==> src/rtl/dram_init_pkg.sv <==
package dram_init_pkg;

  // Request bit positions in the control word; bit order sets service priority.
  localparam int REQ_LSB   = 24;
  localparam int REL_BIT   = 27;
  localparam int CKE_BIT   = 28;
  localparam int INIT_BIT  = 31;
  localparam int ADDR_W    = 16;
  localparam int BANK_W    = 3;
  localparam int NUM_REQ   = 3;

  typedef enum logic [1:0] {
    CMD_PREA = 2'd0,
    CMD_REF  = 2'd1,
    CMD_MRS  = 2'd2
  } cmd_e;

  typedef struct packed {
    logic loadCmd;   // latch command fields onto pins
    logic csAssert;  // drive chip select low this cycle
    logic loadCnt;   // start settling count
    logic clrReq;    // retire current request
    cmd_e cmd;
  } ctl_strobe_t;

endpackage

==> src/rtl/dram_init_timer.sv <==
module dram_init_timer
  import dram_init_pkg::*;
#(
  parameter int T_RP  = 3,
  parameter int T_RFC = 8,
  parameter int T_MRD = 2
) (
  input  logic clk,
  input  logic rstN,
  input  logic loadCnt,
  input  cmd_e cmd,
  output logic cntLast
);

  localparam int T_MAX = (T_RP > T_RFC) ? ((T_RP > T_MRD) ? T_RP : T_MRD)
                                        : ((T_RFC > T_MRD) ? T_RFC : T_MRD);
  localparam int CNT_W = $clog2(T_MAX + 1);

  logic [CNT_W-1:0] cnt;
  logic [CNT_W-1:0] loadVal;

  always_comb begin
    unique case (cmd)
      CMD_PREA: loadVal = CNT_W'(T_RP);
      CMD_REF:  loadVal = CNT_W'(T_RFC);
      default:  loadVal = CNT_W'(T_MRD);
    endcase
  end

  always_ff @(posedge clk) begin
    if (!rstN)              cnt <= '0;
    else if (loadCnt)       cnt <= loadVal;
    else if (cnt != '0)     cnt <= cnt - 1'b1;
  end

  assign cntLast = (cnt == CNT_W'(1));

endmodule

==> src/rtl/dram_init_ctl.sv <==
module dram_init_ctl
  import dram_init_pkg::*;
(
  input  logic               clk,
  input  logic               rstN,
  input  logic [NUM_REQ-1:0] reqPend,
  input  logic               twoTMode,
  input  logic               cntLast,
  output ctl_strobe_t        strobe
);

  typedef enum logic [1:0] {ST_IDLE, ST_SETUP, ST_WAIT} state_e;

  state_e state, nextState;
  cmd_e   curCmd, nextCmd, pickCmd;

  always_comb begin
    if (reqPend[0])      pickCmd = CMD_PREA;
    else if (reqPend[1]) pickCmd = CMD_REF;
    else                 pickCmd = CMD_MRS;
  end

  always_comb begin
    strobe     = '0;
    strobe.cmd = curCmd;
    nextState  = state;
    nextCmd    = curCmd;
    unique case (state)
      ST_IDLE: begin
        if (reqPend != '0) begin
          strobe.cmd     = pickCmd;
          strobe.loadCmd = 1'b1;
          nextCmd        = pickCmd;
          if (twoTMode) begin
            nextState = ST_SETUP;
          end else begin
            strobe.csAssert = 1'b1;
            strobe.loadCnt  = 1'b1;
            nextState       = ST_WAIT;
          end
        end
      end
      ST_SETUP: begin
        strobe.csAssert = 1'b1;
        strobe.loadCnt  = 1'b1;
        nextState       = ST_WAIT;
      end
      default: begin
        if (cntLast) begin
          strobe.clrReq = 1'b1;
          nextState     = ST_IDLE;
        end
      end
    endcase
  end

  always_ff @(posedge clk) begin
    if (!rstN) begin
      state  <= ST_IDLE;
      curCmd <= CMD_PREA;
    end else begin
      state  <= nextState;
      curCmd <= nextCmd;
    end
  end

  // a command starts only from idle, so a second cannot overlap the first
  assert_single_flight_R5: assert property (@(posedge clk) disable iff (!rstN)
    strobe.loadCmd |=> (state != ST_IDLE));

endmodule

==> src/rtl/dram_init_dp.sv <==
module dram_init_dp
  import dram_init_pkg::*;
(
  input  logic               clk,
  input  logic               rstN,
  input  logic               regWrEn,
  input  logic [31:0]        regWrData,
  input  ctl_strobe_t        strobe,
  output logic [31:0]        regRdData,
  output logic [NUM_REQ-1:0] reqPend,
  output logic               memResetN,
  output logic               memCke,
  output logic               memCsN,
  output logic               memRasN,
  output logic               memCasN,
  output logic               memWeN,
  output logic [ADDR_W-1:0]  memAddr,
  output logic [BANK_W-1:0]  memBank,
  output logic               dramEnabled
);

  localparam logic [ADDR_W-1:0] PREA_ADDR = ADDR_W'(1) << 10;

  logic [ADDR_W-1:0]  mrsAddr;
  logic [BANK_W-1:0]  mrsBank;
  logic               initMode;
  logic               accept;
  logic [NUM_REQ-1:0] reqSet, reqClr;

  assign accept = regWrEn && initMode && memCke;
  assign reqSet = accept ? regWrData[REQ_LSB +: NUM_REQ] : '0;

  always_comb begin
    reqClr = '0;
    if (strobe.clrReq) begin
      unique case (strobe.cmd)
        CMD_PREA: reqClr = 3'b001;
        CMD_REF:  reqClr = 3'b010;
        default:  reqClr = 3'b100;
      endcase
    end
  end

  always_ff @(posedge clk) begin
    if (!rstN) begin
      mrsAddr     <= '0;
      mrsBank     <= '0;
      initMode    <= 1'b0;
      memResetN   <= 1'b0;
      memCke      <= 1'b0;
      dramEnabled <= 1'b0;
      reqPend     <= '0;
    end else begin
      if (regWrEn) begin
        mrsAddr  <= regWrData[ADDR_W-1:0];
        mrsBank  <= regWrData[ADDR_W +: BANK_W];
        initMode <= regWrData[INIT_BIT];
        if (regWrData[REL_BIT])              memResetN   <= 1'b1;
        if (regWrData[CKE_BIT])              memCke      <= 1'b1;
        if (initMode && !regWrData[INIT_BIT]) dramEnabled <= 1'b1;
      end
      reqPend <= (reqPend & ~reqClr) | reqSet;
    end
  end

  always_ff @(posedge clk) begin
    if (!rstN) begin
      memCsN  <= 1'b1;
      memRasN <= 1'b1;
      memCasN <= 1'b1;
      memWeN  <= 1'b1;
      memAddr <= '0;
      memBank <= '0;
    end else if (strobe.loadCmd) begin
      memCsN <= !strobe.csAssert;
      unique case (strobe.cmd)
        CMD_PREA: begin
          {memRasN, memCasN, memWeN} <= 3'b010;
          memAddr <= PREA_ADDR;
          memBank <= '0;
        end
        CMD_REF: begin
          {memRasN, memCasN, memWeN} <= 3'b001;
          memAddr <= '0;
          memBank <= '0;
        end
        default: begin
          {memRasN, memCasN, memWeN} <= 3'b000;
          memAddr <= mrsAddr;
          memBank <= mrsBank;
        end
      endcase
    end else if (strobe.csAssert) begin
      memCsN <= 1'b0;
    end else begin
      memCsN  <= 1'b1;
      memRasN <= 1'b1;
      memCasN <= 1'b1;
      memWeN  <= 1'b1;
      memAddr <= '0;
      memBank <= '0;
    end
  end

  assign regRdData = {initMode, 2'b00, memCke, memResetN, reqPend, 5'b00000,
                      mrsBank, mrsAddr};

  assert_clear_pending_R3: assert property (@(posedge clk) disable iff (!rstN)
    strobe.clrReq |-> ((reqPend & reqClr) != '0));

  assert_reset_oneway_R6: assert property (@(posedge clk) disable iff (!rstN)
    memResetN |=> memResetN);

  assert_cke_oneway_R7: assert property (@(posedge clk) disable iff (!rstN)
    memCke |=> memCke);

  assert_enabled_rise_R8: assert property (@(posedge clk) disable iff (!rstN)
    $rose(dramEnabled) |-> ($past(initMode) && !initMode));

  assert_cs_single_R12: assert property (@(posedge clk) disable iff (!rstN)
    !memCsN |=> memCsN);

  assert_cs_needs_cke_R4: assert property (@(posedge clk) disable iff (!rstN)
    !memCsN |-> memCke);

endmodule

==> src/rtl/dram_init_seq.sv <==
module dram_init_seq
  import dram_init_pkg::*;
#(
  parameter int T_RP  = 3,
  parameter int T_RFC = 8,
  parameter int T_MRD = 2
) (
  input  logic        clk,
  input  logic        rstN,
  input  logic        regWrEn,
  input  logic [31:0] regWrData,
  output logic [31:0] regRdData,
  input  logic        twoTMode,
  output logic        memResetN,
  output logic        memCke,
  output logic        memCsN,
  output logic        memRasN,
  output logic        memCasN,
  output logic        memWeN,
  output logic [15:0] memAddr,
  output logic [2:0]  memBank,
  output logic        dramEnabled
);

  ctl_strobe_t        strobe;
  logic [NUM_REQ-1:0] reqPend;
  logic               cntLast;

  dram_init_ctl u_ctl (
    .clk      (clk),
    .rstN     (rstN),
    .reqPend  (reqPend),
    .twoTMode (twoTMode),
    .cntLast  (cntLast),
    .strobe   (strobe)
  );

  dram_init_timer #(.T_RP(T_RP), .T_RFC(T_RFC), .T_MRD(T_MRD)) u_timer (
    .clk     (clk),
    .rstN    (rstN),
    .loadCnt (strobe.loadCnt),
    .cmd     (strobe.cmd),
    .cntLast (cntLast)
  );

  dram_init_dp u_dp (
    .clk         (clk),
    .rstN        (rstN),
    .regWrEn     (regWrEn),
    .regWrData   (regWrData),
    .strobe      (strobe),
    .regRdData   (regRdData),
    .reqPend     (reqPend),
    .memResetN   (memResetN),
    .memCke      (memCke),
    .memCsN      (memCsN),
    .memRasN     (memRasN),
    .memCasN     (memCasN),
    .memWeN      (memWeN),
    .memAddr     (memAddr),
    .memBank     (memBank),
    .dramEnabled (dramEnabled)
  );

endmodule

==> config.mk <==
export PLATFORM = sky130hd
export DESIGN_NAME = dram_init_seq
export DESIGN_NICKNAME = d
export VERILOG_FILES = /design/src/rtl/dram_init_pkg.sv /design/src/rtl/dram_init_timer.sv /design/src/rtl/dram_init_ctl.sv /design/src/rtl/dram_init_dp.sv /design/src/rtl/dram_init_seq.sv
export SDC_FILE = /design/constraint.sdc
export NUM_CORES = 1
export LEC_CHECK = 0
export BUFFER_PORTS_ARGS = -buffer_cell sky130_fd_sc_hd__buf_2
export CAP_MARGIN = 20
export CORE_MARGIN = 4
export CORE_UTILIZATION = 48
export CTS_CLUSTER_DIAMETER = 120
export DETAILED_ROUTE_END_ITERATION = 12
export PLACE_DENSITY = 0.84
export SLEW_MARGIN = 20
export SYNTH_ARGS = -nofsm -noshare
export SYNTH_HDL_FRONTEND = slang
export SYNTH_SLANG_ARGS = --single-unit
==> constraint.sdc <==
create_clock -name clk -period 1.5 [get_ports clk]
set_input_delay 0 -clock clk [delete_from_list [all_inputs] [get_ports clk]]
set_output_delay 0 -clock clk [all_outputs]
set_load 0.01 [all_outputs]
==> run metrics, run 1 <==
Period Utilization, post-route=about nine tenths; cell area after layout=between 3000 and 4000 um2; WP data required=about 1.8 ns; final net count=between 300 and 400; Worst EP arrival=roughly 1.6 ns; IO Pins=94; Ys Warns=0; Clk Latency, worst-skew pair=about 0.33 ns; Post-synth top cells=dfxtp_1, nor2b_1, mux2i_1; CTS max path bufs=2; Fillers=398; Peak VDD IR=approximately 0.86 mV; synth unique cells=44; All-Layer GR Usage=between 10% and 20%; area delta synth->final=38.8%; fin. max-slew vios=0; Crit. End Element=register; WL final=approximately 5700 um; RD Place Congestion=just over 0.8; port bufs=between 70 and 80; layout cell share with drive strength beyond 1=between 30% and 40%; antenna violations before repair=0; # DRC=0; total power=roughly 3.9 mW; final hold vios=0; first-pass GRT wire length=roughly 9600 um; Layout Skew=between 0.007 and 0.008 ns; Core Region=about 4800 um2; Synth Area per Inst=slightly above 10 um2; final antenna-violating net count=0; Max Cap Viol=0; Synth area leaders=dfxtp_1, nor2b_1, mux2i_1, a22oi_1, buf_4; Critical Path Fanout Max=18; Period minus WS final=between 1 and 1.5 ns; Worst slew margin=between 60% and 70%; PD cells=between 1000 and 1500 nW/um2; grt ovf=0; die height=approximately 78 um; Least-Margin Pin Slew=0.512 ns; antenna fix cells=0; largest net degree at the start of global routing=35; DR iter-0 viols=119; hold slack=around 0.047 ns; Placement Setup Slack=-0.0852 ns; Final setup viols=0; clock-pin transition on the worst setup and hold timing paths=0.06 ns; fmax=roughly 730 MHz; CP startpoint kind=register; First-pass DRT Iterations=4; post-synthesis sequential area ratio=48.3%; FF+latch count, synth=57; Final HPWL DP=about 3700 um; EDFF count, synth=0; synthesized instance count=233; Main synth FF type=dfxtp_1; Initial Util=between 40% and 50%; Row Count=25; final std cells w/o fill=410; H-tree depth=3; vias per inst=approximately 4.9; die width=roughly 80 um; cell with the most instances after synthesis=dfxtp_1; via count=between 2000 and 2500; status=completed; clk sinks=57; die area=6110 um2; Post-Route Setup TNS=0 ns; asr flop ratio synth=0%; leakage=~1.5 nW; Num CTS Buffers=9; TritonCTS clock tree=built; post-synth top area cell=dfxtp_1; dpl cell area=about 2800 um2; worst setup margin=roughly 0.13 ns; DP Cell Count=between 300 and 400; cell area after synthesis=~2400 um2; worst min path class=input port to register; vias in the first global route=between 2000 and 2500; area share of the largest cell type after synthesis=about 48%; Final Core Density=69.0%; Root Buffer=clkbuf_8; DR WL/cell=13.9 um; worst setup path class=register to register
==> critical path: stages, from the launching register on <==
cell and delay, ns:
dfxtp_1 0.37, nor2_1 0.24, and2_2 0.41, a22oi_1 0.16
nor2b_1 0.13
==> area by class of cell <==
| type | count | area (um2) | share of cell area [%] |
|---|---|---|---|
| Timing Repair Buffer | 111 | 708 | 21.6 |
| Multi-Input combinational cell | 157 | 1110 | 33.8 |
| Clock inverter | 5 | 77.6 | 2.37 |
| Sequential cell | 57 | 1140 | 34.8 |
| Inverter | 2 | 7.51 | 0.229 |
| Clock buffer | 11 | 151 | 4.62 |
| Tap cell | 67 | 83.8 | 2.56 |
==> cells by family after synthesis <==
| kind of cell | Yosys count | share of synthesized area [%] |
|---|---|---|
| AND/OR/NAND/NOR | 81 | 21.1 |
| flip-flops | 57 | 48.3 |
| AO/OA/AOI/OAI | 42 | 12.6 |
| buffers and inverters | 25 | 6.25 |
| multiplexers | 21 | 8.90 |
| adder cells (fa/ha/maj) | 3 | 1.59 |
| XOR/XNOR | 3 | 1.11 |
| other | 1 | 0.159 |
==> sequential cells by signal, indices dropped and copies added (netlist names) <==
signal and cells:
u_ctl.curCmd 2, u_ctl.state 2, u_dp.dramEnabled 1, u_dp.initMode 1, u_dp.memAddr 16, u_dp.memBank 3, u_dp.memCasN 1, u_dp.memCke 1
u_dp.memCsN 1, u_dp.memRasN 1, u_dp.memResetN 1, u_dp.memWeN 1, u_dp.mrsAddr 16, u_dp.mrsBank 3, u_dp.reqPend 3, u_timer.cnt 4
==> layout by cell type, fill, tap and decap left out, types with 8 or more instances in the layout <==
cell type	instances
nor2b_1	42
clkbuf_8	11
buf_2	79
nor2_1	8
dlygate4sd3_1	24
dfxtp_1	56
a22oi_1	18
mux2i_1	21
==> power breakdown <==
group	switching [mW]	internal, mW
logic	0.297	0.348
registers	0.0743	1.60
clock network	0.600	1.02
total	0.971	2.97
==> metal layers <==
metal / up-vias / GRT usage (%) / part of all wire (%)
li1: 999 / - / -
met1: 945 / 22.8 / 43
met2: 64 / 34.6 / 50
met3: 6 / 5.50 / 5.3
met4: 0 / 7.87 / 1.2
met5: - / 0 / 0
==> what timing repair did <==
| action | CTS | global route |
|---|---|---|
| setup buffers | 0 | 0 |
| endpoints found under the setup margin | 19 | 2 |
| hold buffers | 24 | 0 |
| endpoints found under the hold margin | 25 | 0 |
| resized for setup | 2 | 2 |
==> path summary, 6_finish.rpt <==
| path | cells after the start | slack (ns) | start | endpoint |
|---|---|---|---|---|
| hold reg to reg | 1 | 0.46 | u_dp.dramEnabled | u_dp.dramEnabled |
| hold / removal | 3 | 0.05 | regWrData[24] | u_dp.reqPend[0] |
| setup / recovery | 4 | 0.13 | u_dp.reqPend[0] | u_dp.memAddr[4] |
| setup reg to reg | 4 | 0.13 | u_dp.reqPend[0] | u_dp.memAddr[4] |
Power figures use the tool's default switching activity.
==> inputs of run 2 (changes only) <==
SYNTH_HIERARCHICAL = 1   (was default)
==> run 2 against run 1 <==
The run now ends with setup timing left. Critical path depth did not move. Clock power fell by 15%. Non-clock buffer count rose by 28. Largest power group unchanged. Highest routed layer unchanged.
==> run metrics, run 2 <==
status=complete, but fails checks (was completed); failing checks=setup timing; Post-synth top cells=dfxtp_1, nor2b_1, mux2i_1 (unchanged); RD Place Congestion=0.794 (was 0.830); Top Registers=u_dp/memAddr x16, u_dp/mrsAddr x16, u_timer/cnt x4 (was u_dp.memAddr x16, u_dp.mrsAddr x16, u_timer.cnt x4); grt ovf=0 (unchanged); PD cells=1040 nW/um2 (was 1200 nW/um2); largest net degree at the start of global routing=25 (was 35); Row Count=25 (unchanged); Ys Warns=6 (was 0); Pint=2.77 mW (was 2.97 mW); fin. max-slew vios=0 (unchanged); Core Region=4820 um2 (was 4750 um2); EDFF count, synth=0 (unchanged); Period minus WS final=1.62 ns (was 1.37 ns); wire length on met2=3330 um (was 2870 um); final hold vios=0 (unchanged); clk sinks=57 (unchanged); All-Layer GR Usage=21.0% (was 19.8%); met1 wire length=2690 um (was 2450 um); leading cell type in the layout, fill and taps excluded=buf_2 (unchanged); asr flop ratio synth=0% (unchanged); Synth area leaders=dfxtp_1, mux2i_1, nor2b_1, buf_4, nand3b_1 (was dfxtp_1, nor2b_1, mux2i_1, a22oi_1, buf_4); First-pass DRT Iterations=5 (was 4); WP data required=1.72 ns (was 1.76 ns); Peak VDD IR=0.771 mV (was 0.860 mV); die height=79.1 um (was 78.2 um); Worst EP arrival=1.84 ns (was 1.64 ns); first-pass GRT wire length=10100 um (was 9620 um); Final setup viols=3 (was 0); Clock power frac=36.5% (was 41.1%); worst setup margin=-0.119 ns (was 0.126 ns); CP startpoint kind=register (unchanged); # DRC=0 (unchanged); area delta synth->final=48.8% (was 38.8%); die area=6250 um2 (was 6110 um2); Placement Setup Slack=-0.199 ns (was -0.0852 ns); cell with the most instances after synthesis=dfxtp_1 (unchanged); IO Pins=94 (unchanged); Post-Route Setup TNS=-0.158 ns (was 0 ns); synth unique cells=44 (unchanged); final net count=400 (was 377); FF+latch count, synth=57 (unchanged); Main synth FF type=dfxtp_1 (unchanged); Reg power frac=44.1% (was 42.6%); TritonCTS clock tree=built (unchanged); port bufs=79 (unchanged); synthesized instance count=233 (unchanged); Critical Path Fanout Max=5 (was 18); Crit. End Element=register (unchanged); DR top layer=met4 (unchanged); Synth Area per Inst=10.4 um2 (was 10.1 um2); cell area after synthesis=2420 um2 (was 2360 um2); Max Cap Viol=0 (unchanged); via count=2212 (was 2014); Root Buffer=clkbuf_8 (unchanged); DR WL met3=376 um (was 301 um); Clk Latency, worst-skew pair=0.34 ns (was 0.33 ns); post-synth top area cell=dfxtp_1 (unchanged); Initial Util=50.3% (was 49.7%); worst min path class=input port to register (unchanged); final antenna-violating net count=0 (unchanged); WL final=6490 um (was 5680 um); Num CTS Buffers=9 (unchanged); switching power=0.980 mW (was 0.971 mW); Layout Skew=0.0109 ns (was 0.00754 ns); DR iter-0 viols=109 (was 119); layout cell share with drive strength beyond 1=41.7% (was 34.1%); Period Utilization, post-route=108% (was 91.6%); antenna fix cells=0 (unchanged); die width=79.1 um (was 78.2 um); unrepaired setup endpoints after global routing=yes; hold slack=0.116 ns (was 0.0471 ns); vias in the first global route=2176 (was 2053); post-synthesis sequential area ratio=47.1% (was 48.3%); area share of the largest cell type after synthesis=47.1% (was 48.3%); clock-pin transition on the worst setup and hold timing paths=0.06 ns (about the same); combinational share of power=19.4% (was 16.3%); flop2flop setup slack=-0.12 ns (was 0.13 ns); H-tree depth=3 (unchanged); vias per inst=5.10 (was 4.91); fmax=618 MHz (was 728 MHz); DR WL/cell=15.0 um (was 13.9 um); CTS max path bufs=2 (unchanged); leakage=1.69 nW (was 1.51 nW); switching part of the total=26.1% (was 24.6%); worst setup path class=register to register (unchanged); commonest non-fill, non-tap cells in the layout=buf_2, dfxtp_1, buf_4 (was buf_2, dfxtp_1, nor2b_1); antenna violations before repair=0 (unchanged); Final HPWL DP=4150 um (was 3700 um)
==> run 2: cell types whose count changed in the layout (fill, tap and decap cells not counted), sizes merged, moves of 8 or more <==
cell,before,now
buf,87,113
a22oi,18,0
nor2b,42,24
a22o,0,9
nand3b,2,11
a21boi,2,10
nand3,3,11
==> run 2: power groups by stage <==
stage | registers [mW] | clock network, mW | logic, mW
floorplan | 1.70 | 0 | 0.360
global placement | 1.68 | 0 | 0.569
detailed placement | 1.68 | 0 | 0.587
CTS | 1.65 | 1.40 | 0.654
global route | 1.67 | 1.47 | 0.805
finish | 1.65 | 1.37 | 0.730
==> run 2: area by class of cell <==
class	instances	area, um2
clock buffers	11	131
well taps	67	83.8
clock inverters	5	56.3
fillers	331	1210
repair buffers	139	937
inverters	3	11.3
multi-input cells	152	1230
flip-flops and latches	57	1160
==> run 2: per-layer routing <==
metal | vias to the layer above | GRT usage [%]
met5 | - | 0
met4 | 0 | 7.73
met3 | 15 | 8.39
met2 | 70 | 35.0
met1 | 1058 | 24.2
li1 | 1069 | -
==> run 2: kinds of logic after synthesis <==
logic type	synth area share [%]
simple gates	21.3
compound gates	13.5
other cells	0.155
mux	8.67
fa+ha+maj	1.03
flops	47.1
buf+inv	8.31
==> run 2: metrics by stage <==
step                      std cells  cell area [um2]  utilization (%)  total power, mW
after global placement          382             2970             61.6             2.25
after CTS                       427             3480             72.3             3.71
final                           434             3610             74.9             3.75
after global routing            434             3610             74.9             3.94
after detailed placement        382             2970             61.6             2.27
after floorplan                 239             2500                -             2.06
==> run 2: critical path: stages, from the launching register on <==
cell and delay (ns):
dfxtp_4 0.36, or2_4 0.28, o22a_4 0.25, or3b_1 0.37
a32o_1 0.25
==> run 2: worst paths after layout <==
| path | start | end | cells past startpoint |
|---|---|---|---|
| worst max-delay path | u_ctl/state[0] | u_dp/reqPend[0] | 4 |
| worst min-delay path | regWrEn | u_dp/memCke | 3 |
| worst max register to register | u_ctl/state[0] | u_dp/reqPend[0] | 4 |
| worst min register to register | u_dp/memRasN | u_dp/memRasN | 1 |
==> run 2: repair_timing <==
action / in CTS / in global routing
pin swaps: 5 / 11
gates cloned: 1 / 1
hold endpoints to repair: 26 / 0
endpoints found under the setup margin: 25 / 26
hold buffers: 26 / 0
gates resized for setup: 14 / 23
buffers inserted: 2 / 6
